[src/rtl/intc_pkg.sv]
// Package: register addresses shared by the interrupt controller modules.
// Assumes an 8-bit byte address and 32-bit data words.
package intc_pkg;
    localparam int AW = 8;
    localparam int DW = 32;

    localparam logic [AW-1:0] ADDR_MASK    = 8'h00;
    localparam logic [AW-1:0] ADDR_EN_NUM  = 8'h04;
    localparam logic [AW-1:0] ADDR_DIS_NUM = 8'h08;
    localparam logic [AW-1:0] ADDR_VECTOR  = 8'h0C;
    localparam logic [AW-1:0] ADDR_PRIO_LO = 8'h20;

    // Address of the priority word holding group grp; group 0 is highest.
    function automatic logic [AW-1:0] prio_word_addr(input int grp, input int ngrp);
        return ADDR_PRIO_LO + AW'(4 * (ngrp - 1 - grp));
    endfunction
endpackage

[src/rtl/intc_regs.sv]
// Module: intc_regs
// Holds the per-source enable bits, packed priority fields and the mask
// threshold. Enables change one source per write, by number. Assumes
// NUM_SRC is a power of two and a multiple of the fields per word.
module intc_regs #(
    parameter int NUM_SRC = 64,
    parameter int PRIO_W  = 4,
    parameter int IDX_W   = $clog2(NUM_SRC),
    parameter int MASK_W  = PRIO_W + 1
) (
    input  logic                             clk,
    input  logic                             rst_n,
    input  logic                             wr_en,
    input  logic [intc_pkg::AW-1:0]          wr_addr,
    input  logic [intc_pkg::DW-1:0]          wr_data,
    output logic [NUM_SRC-1:0]               en_o,
    output logic [NUM_SRC-1:0][PRIO_W-1:0]   prio_o,
    output logic [MASK_W-1:0]                mask_o
);
    import intc_pkg::*;

    localparam int SLOTS = DW / PRIO_W;
    localparam int NGRP  = NUM_SRC / SLOTS;

    logic [NUM_SRC-1:0]             en_q;
    logic [NUM_SRC-1:0][PRIO_W-1:0] prio_q;
    logic [MASK_W-1:0]              mask_q;
    logic [IDX_W-1:0]               wr_idx;

    assign wr_idx = wr_data[IDX_W-1:0];

    // Set or clear one enable bit selected by the written source number.
    always_ff @(posedge clk) begin
        if (!rst_n) begin
            en_q <= '0;
        end else if (wr_en && wr_addr == ADDR_EN_NUM) begin
            en_q[wr_idx] <= 1'b1;
        end else if (wr_en && wr_addr == ADDR_DIS_NUM) begin
            en_q[wr_idx] <= 1'b0;
        end
    end

    // Load the priority fields of the group whose word address is written.
    always_ff @(posedge clk) begin
        if (!rst_n) begin
            prio_q <= '0;
        end else if (wr_en) begin
            for (int i = 0; i < NUM_SRC; i++) begin
                if (wr_addr == prio_word_addr(i / SLOTS, NGRP)) begin
                    prio_q[i] <= wr_data[(i % SLOTS) * PRIO_W +: PRIO_W];
                end
            end
        end
    end

    // Mask threshold; resets to all ones (-1), which blocks no source.
    always_ff @(posedge clk) begin
        if (!rst_n) begin
            mask_q <= '1;
        end else if (wr_en && wr_addr == ADDR_MASK) begin
            mask_q <= wr_data[MASK_W-1:0];
        end
    end

    assign en_o   = en_q;
    assign prio_o = prio_q;
    assign mask_o = mask_q;

    // an enable write sets exactly the named bit.
    p_enable_set_r2: assert property (@(posedge clk) disable iff (!rst_n)
        (wr_en && wr_addr == ADDR_EN_NUM) |=>
        (en_q == ($past(en_q) | (NUM_SRC'(1) << $past(wr_idx)))));

    // a disable write clears exactly the named bit.
    p_disable_clr_r3: assert property (@(posedge clk) disable iff (!rst_n)
        (wr_en && wr_addr == ADDR_DIS_NUM) |=>
        (en_q == ($past(en_q) & ~(NUM_SRC'(1) << $past(wr_idx)))));

    // priorities hold when nothing is written.
    p_prio_hold_r4: assert property (@(posedge clk) disable iff (!rst_n)
        !wr_en |=> $stable(prio_q));

    // the mask holds unless its own address is written.
    p_mask_hold_r9: assert property (@(posedge clk) disable iff (!rst_n)
        !(wr_en && wr_addr == ADDR_MASK) |=> $stable(mask_q));
endmodule

[src/rtl/intc_arbiter.sv]
// Module: intc_arbiter
// Qualifies each source (request, enable, priority above mask) and picks
// the winner through a binary tree; the left (lower-numbered) child wins
// ties. Purely combinational; clk and rst_n only clock the assertions.
// Assumes NUM_SRC is a power of two.
module intc_arbiter #(
    parameter int NUM_SRC = 64,
    parameter int PRIO_W  = 4,
    parameter int IDX_W   = $clog2(NUM_SRC),
    parameter int MASK_W  = PRIO_W + 1
) (
    input  logic                           clk,
    input  logic                           rst_n,
    input  logic [NUM_SRC-1:0]             req_i,
    input  logic [NUM_SRC-1:0]             en_i,
    input  logic [NUM_SRC-1:0][PRIO_W-1:0] prio_i,
    input  logic [MASK_W-1:0]              mask_i,
    output logic                           found_o,
    output logic [IDX_W-1:0]               win_idx_o,
    output logic [PRIO_W-1:0]              win_prio_o
);
    localparam int LEVELS = $clog2(NUM_SRC);

    logic [NUM_SRC-1:0] qual;

    // Per-source qualification: signed compare against the 5-bit mask.
    for (genvar s = 0; s < NUM_SRC; s++) begin : g_qual
        assign qual[s] = req_i[s] && en_i[s]
                      && ($signed({1'b0, prio_i[s]}) > $signed(mask_i));
    end

    // One generate block per tree level; level 0 holds the leaves.
    for (genvar l = 0; l <= LEVELS; l++) begin : g_lvl
        localparam int NL = NUM_SRC >> l;
        logic [NL-1:0]             v;
        logic [NL-1:0][PRIO_W-1:0] p;
        logic [NL-1:0][IDX_W-1:0]  ix;
        if (l == 0) begin : g_leaf
            for (genvar j = 0; j < NL; j++) begin : g_n
                assign v[j]  = qual[j];
                assign p[j]  = prio_i[j];
                assign ix[j] = IDX_W'(j);
            end
        end else begin : g_node
            for (genvar j = 0; j < NL; j++) begin : g_n
                logic take_left;
                // Left child (lower numbers) wins unless right is strictly higher.
                assign take_left = g_lvl[l-1].v[2*j]
                    && (!g_lvl[l-1].v[2*j+1] || g_lvl[l-1].p[2*j] >= g_lvl[l-1].p[2*j+1]);
                assign v[j]  = g_lvl[l-1].v[2*j] || g_lvl[l-1].v[2*j+1];
                assign p[j]  = take_left ? g_lvl[l-1].p[2*j]  : g_lvl[l-1].p[2*j+1];
                assign ix[j] = take_left ? g_lvl[l-1].ix[2*j] : g_lvl[l-1].ix[2*j+1];
            end
        end
    end

    assign found_o    = g_lvl[LEVELS].v[0];
    assign win_idx_o  = g_lvl[LEVELS].ix[0];
    assign win_prio_o = g_lvl[LEVELS].p[0];

    // a reported winner is a requesting, enabled source with that level.
    p_winner_valid_r5: assert property (@(posedge clk) disable iff (!rst_n)
        found_o |-> (req_i[win_idx_o] && en_i[win_idx_o]
                     && prio_i[win_idx_o] == win_prio_o));

    // no qualifying source beats the winner on level or on number.
    for (genvar s = 0; s < NUM_SRC; s++) begin : g_chk
        p_best_wins_r7: assert property (@(posedge clk) disable iff (!rst_n)
            qual[s] |-> (found_o && (win_prio_o > prio_i[s]
                        || (win_prio_o == prio_i[s] && int'(win_idx_o) <= s))));
    end
endmodule

[src/rtl/prio_vec_intc.sv]
// Module: prio_vec_intc
// Top of the vectored priority interrupt controller: register window,
// arbitration, vector word and the registered interrupt line.
// Assumes NUM_SRC is a power of two, at least 8 and at most 64.
module prio_vec_intc #(
    parameter int NUM_SRC = 64,
    parameter int PRIO_W  = 4
) (
    input  logic                     clk,
    input  logic                     rst_n,
    input  logic [NUM_SRC-1:0]       irq_src_i,
    input  logic                     bus_wr_i,
    input  logic [intc_pkg::AW-1:0]  bus_addr_i,
    input  logic [intc_pkg::DW-1:0]  bus_wdata_i,
    output logic [intc_pkg::DW-1:0]  bus_rdata_o,
    output logic                     irq_o
);
    import intc_pkg::*;

    localparam int IDX_W  = $clog2(NUM_SRC);
    localparam int MASK_W = PRIO_W + 1;
    localparam int SLOTS  = DW / PRIO_W;
    localparam int NGRP   = NUM_SRC / SLOTS;
    localparam int HALF   = DW / 2;

    logic [NUM_SRC-1:0]             en_w;
    logic [NUM_SRC-1:0][PRIO_W-1:0] prio_w;
    logic [MASK_W-1:0]              mask_w;
    logic                           found_w;
    logic [IDX_W-1:0]               win_idx_w;
    logic [PRIO_W-1:0]              win_prio_w;
    logic [DW-1:0]                  vec_w;
    logic                           irq_q;

    intc_regs #(
        .NUM_SRC (NUM_SRC),
        .PRIO_W  (PRIO_W),
        .IDX_W   (IDX_W),
        .MASK_W  (MASK_W)
    ) u_regs (
        .clk     (clk),
        .rst_n   (rst_n),
        .wr_en   (bus_wr_i),
        .wr_addr (bus_addr_i),
        .wr_data (bus_wdata_i),
        .en_o    (en_w),
        .prio_o  (prio_w),
        .mask_o  (mask_w)
    );

    intc_arbiter #(
        .NUM_SRC (NUM_SRC),
        .PRIO_W  (PRIO_W),
        .IDX_W   (IDX_W),
        .MASK_W  (MASK_W)
    ) u_arb (
        .clk        (clk),
        .rst_n      (rst_n),
        .req_i      (irq_src_i),
        .en_i       (en_w),
        .prio_i     (prio_w),
        .mask_i     (mask_w),
        .found_o    (found_w),
        .win_idx_o  (win_idx_w),
        .win_prio_o (win_prio_w)
    );

    // Vector word: winner number high, its level low, all ones when idle.
    assign vec_w = found_w ? {HALF'(win_idx_w), HALF'(win_prio_w)} : '1;

    // Read mux over the mask, vector and priority words.
    always_comb begin
        bus_rdata_o = '0;
        if (bus_addr_i == ADDR_MASK) begin
            bus_rdata_o = DW'(mask_w);
        end else if (bus_addr_i == ADDR_VECTOR) begin
            bus_rdata_o = vec_w;
        end
        for (int g = 0; g < NGRP; g++) begin
            if (bus_addr_i == prio_word_addr(g, NGRP)) begin
                bus_rdata_o = prio_w[g*SLOTS +: SLOTS];
            end
        end
    end

    // Interrupt line registered one cycle behind the arbitration result.
    always_ff @(posedge clk) begin
        if (!rst_n) begin
            irq_q <= 1'b0;
        end else begin
            irq_q <= found_w;
        end
    end

    assign irq_o = irq_q;

    // with no enabled request the vector word is all ones.
    p_vec_idle_r6: assert property (@(posedge clk) disable iff (!rst_n)
        ((irq_src_i & en_w) == '0) |-> (vec_w == '1));

    // the line rises one edge after a source qualifies.
    p_irq_rise_r10: assert property (@(posedge clk) disable iff (!rst_n)
        found_w |=> irq_o);

    // the line falls one edge after no source qualifies.
    p_irq_fall_r10: assert property (@(posedge clk) disable iff (!rst_n)
        !found_w |=> !irq_o);
endmodule

[config.mk]
export PLATFORM = sky130hd
export DESIGN_NAME = prio_vec_intc
export DESIGN_NICKNAME = d
export VERILOG_FILES = /design/src/rtl/intc_pkg.sv /design/src/rtl/intc_regs.sv /design/src/rtl/intc_arbiter.sv /design/src/rtl/prio_vec_intc.sv
export SDC_FILE = /design/constraint.sdc
export NUM_CORES = 2
export LEC_CHECK = 0
export ABC_CLOCK_PERIOD_IN_PS = 33500
export BUFFER_PORTS_ARGS = -buffer_cell sky130_fd_sc_hd__buf_2
export CAP_MARGIN = 20
export CORE_UTILIZATION = 60
export CTS_CLUSTER_SIZE = 30
export DETAILED_ROUTE_END_ITERATION = 12
export GPL_ROUTABILITY_DRIVEN = 0
export HOLD_SLACK_MARGIN = 0.08
export PLACE_DENSITY = 0.78
export REMOVE_ABC_BUFFERS = 1
export SLEW_MARGIN = 0
export SYNTH_ARGS = -nofsm -noshare
export SYNTH_HDL_FRONTEND = slang
export SYNTH_SLANG_ARGS = --single-unit
[constraint.sdc]
create_clock -name clk -period 33.5 [get_ports clk]
set_input_delay 0 -clock clk [delete_from_list [all_inputs] [get_ports clk]]
set_output_delay 0 -clock clk [all_outputs]
set_load 0.02 [all_outputs]
==> results.rst <==
.. list-table::
   :header-rows: 1

   * - Metric
     - Value
   * - Result of the run
     - complete, no violations
   * - Sequential cell area fraction in the yosys report
     - 20.8%
   * - Summed instance area of the synthesized netlist
     - ~31000 sq um
   * - Worst path max stage delay
     - 710 ps
   * - Yosys top cell area share
     - about a fifth
   * - Yosys warning count
     - 0
   * - Reg-to-reg critical path startpoint
     - u_regs.mask_o[2]
   * - Total clock buffers created by CTS
     - 40
   * - Die outline area
     - 53100 sq um
   * - Synthesized netlist cell count
     - 4095
   * - # hold bufs at CTS
     - 33
   * - All-Layer GR Usage
     - 41.9%
   * - Main area contributors after synthesis
     - dfxtp_1, ha_1, nand2_1
   * - Time the worst path needs with I/O delays and setup
     - between 10000 and 15000 ps
   * - Number of global-route vias before repair
     - approximately 29000
   * - Number of resized instances in the post-cts repair step
     - 0
   * - Worst setup path startpoint
     - u_regs.mask_o[2]
   * - Starting Density
     - 61.0%
   * - Final Hold Violating Endpoints
     - 0
   * - Power per cell area
     - 26.5 nW/um^2
   * - Initial DRT Pass Iterations
     - 9
   * - Capturing element type of the critical path
     - primary output
   * - Clk_lat worst skew
     - 580 ps
   * - Slew Viols, Final
     - 0
   * - Number of nets in the final layout
     - between 4000 and 5000
   * - Biggest fanout along the worst timing path
     - 33
   * - Max rail drop VDD
     - 0.0333 mV
   * - Cell type with the highest aggregate area in the netlist
     - dfxtp_1
   * - Unrepaired setup endpoints after global routing
     - no
   * - Leftover overflow at the end of global routing
     - 0
   * - Transition at the pin with the smallest max-transition slack
     - 1130 ps
   * - Number of flip-flops and latches in the synthesized netlist
     - ~330
   * - Core area
     - between 50000 and 60000 sq um
   * - Clock tree from TritonCTS
     - done
   * - Fin crit share
     - 39.7%
   * - Number of distinct library cells after synthesis
     - 88
   * - Buffers inserted during post-CTS setup optimization
     - 0
   * - Clock tree root driver cell
     - clkbuf_16
   * - Number of rows created at floorplan
     - 83
   * - Most frequently used flop master after synthesis
     - dfxtp_1
   * - TritonCTS sink count
     - 326
   * - IO buf count
     - 139
   * - Share of final-layout standard cells stronger than drive strength 1
     - ~8.8%
   * - Final Routed Wirelength
     - between 100 and 150 mm
   * - # Max-Cap Violations
     - 0
   * - Number of flops mapped to enable cells by yosys
     - 0
   * - Setup Total Neg Slack
     - 0 ps
   * - Depth of the CTS H-tree
     - 2
   * - Worst EP required
     - roughly 34000 ps
   * - Cell type of the slowest stage on the worst timing path
     - inv_2
   * - Startpoint of the tightest hold check path
     - bus_addr_i[2]
   * - Cell Count Post-Placement
     - 4743
   * - CP Data Arrival Time
     - 13300 ps
   * - Clock tree buffer depth
     - 3
   * - Peak clock frequency supported by timing
     - between 70 and 80 MHz
   * - Wire length of the first global-routing pass
     - 173 mm
   * - Horizontal die dimension
     - 231 um
   * - Synthesized area divided by synthesized cell count
     - between 7 and 8 sq um
   * - Max-slew headroom
     - 24.1%
   * - Layout Skew
     - 16.8 ps
   * - CP most frequent cell
     - a21oi_1
   * - Antenna viol nets, final
     - 0
   * - Kind of path behind the tightest hold check
     - primary input to flop
   * - Number of DRC violations after detailed routing
     - 0
   * - Post-detailed-placement half-perimeter wirelength
     - between 80 and 90 mm
   * - Pin count of the biggest net entering global routing
     - 114
   * - Violation count after the first detailed-route iteration
     - 4781
   * - Die Y-Extent
     - ~230 um
   * - Start-to-end type of the worst setup path
     - flop to primary output
   * - WL/cell
     - 23.6 um
   * - Area growth, synth to finish
     - 8.40%
   * - Critical path launch point type
     - flop
   * - Initial antenna violation count
     - 3
   * - Via total after detailed routing
     - 32400
   * - Filler-free cell count of the finished design
     - between 4000 and 5000
   * - Clock slew seen by the registers of the worst setup and hold paths
     - approximately 60 ps
   * - Total I/O pin count
     - 140
   * - Final setup violating endpoints
     - 0
   * - P_leak
     - 14.0 nW
   * - Share of synthesized registers carrying an async set or reset
     - 0%
   * - Vias per Instance
     - 6.68
cell usage after synthesis, types with 15 or more instances:
master and number:
buf_4 34, o21bai_1 20, nor2_1 216, nand2_1 747, ha_1 487, nand3_1 60
a221oi_1 36, a21o_1 51, and3_1 18, o21ai_0 184, o31a_1 20, a22oi_1 64
mux2i_1 111, dfxtp_1 326, a21boi_0 322, o22ai_1 34, mux2_2 39, a21oi_1 215
clkbuf_1 155, a211oi_1 40, nand4_1 89, nor2b_1 48, a211o_1 15, o31ai_1 31
o21a_1 32, nand2b_1 85, o211a_1 33, inv_1 271, o211ai_1 55, and2_1 23
power breakdown:
group          switching, mW  total (mW)  leakage (nW)  internal (mW)
clock                  0.185       0.467         0.670          0.283
combinational         0.0302      0.0459          10.7         0.0157
sequential          0.000716       0.389          2.62          0.388
through the flow:
step | power (mW) | util (%) | hold slack [ps] | cell area [sq um] | worst slack (ps)
2_1_floorplan | 0.409 | - | 61.9 | 30300 | 21840
3_3_place_gp | 0.438 | 62.7 | 368 | 32300 | 21500
3_5_place_dp | 0.438 | 62.7 | 378 | 32300 | 21310
4_1_cts | 0.898 | 66.1 | 178 | 34000 | 20610
5_1_grt | 0.916 | 66.1 | 255 | 34000 | 19540
6_report | 0.902 | 66.1 | 205 | 34000 | 20200
worst paths after layout:
kind,endpoint,slack [ps],cells past startpoint
setup / recovery,bus_rdata_o[18],20200,48
hold / removal,flop,210,5
setup reg to reg,irq_o,28950,13
hold reg to reg,u_regs.prio_o[216],470,2
final cells by class:
cell class	count	area, sq um
clock buffers	53	1170
repair buffers	216	1360
inverters	271	1020
diodes	1	2.50
flip-flops and latches	326	6530
clock inverters	14	205
well taps	680	851
multi-input cells	3284	22800
fillers	4495	17400
metal layers:
layer	up-vias	GRT usage [%]	wire, um
met3	428	8.60	14400
met5	-	0	22
met4	4	21.4	6680
met1	15000	54.9	44100
li1	14800	-	-
met2	2068	65.0	49200
cell usage in the layout (no fill, tap or decap), types with 111 or more instances in the layout:
cell      instances
nand2_1         746
ha_1            487
dfxtp_1         324
a21boi_0        322
inv_1           268
a21oi_1         215
nor2_1          209
o21ai_0         184
buf_2           139
mux2i_1         111
critical path, delay by kind of cell, from the launching register on:
kind,cells,cell delay [ps]
flops,1,330
fa+ha+maj,6,1850
compound gates,27,6570
buf+inv,5,1950
simple gates,8,1220
mux,2,760
cells by family after synthesis:
family | Yosys count | share of synthesized area, %
buf+inv | 485 | 6.47
xor+xnor | 1 | 0.0280
compound gates | 1285 | 28.8
fa+ha+maj | 491 | 19.6
flops | 326 | 20.8
mux | 150 | 4.95
simple gates | 1357 | 19.3
(Power assumes the default switching activity.)
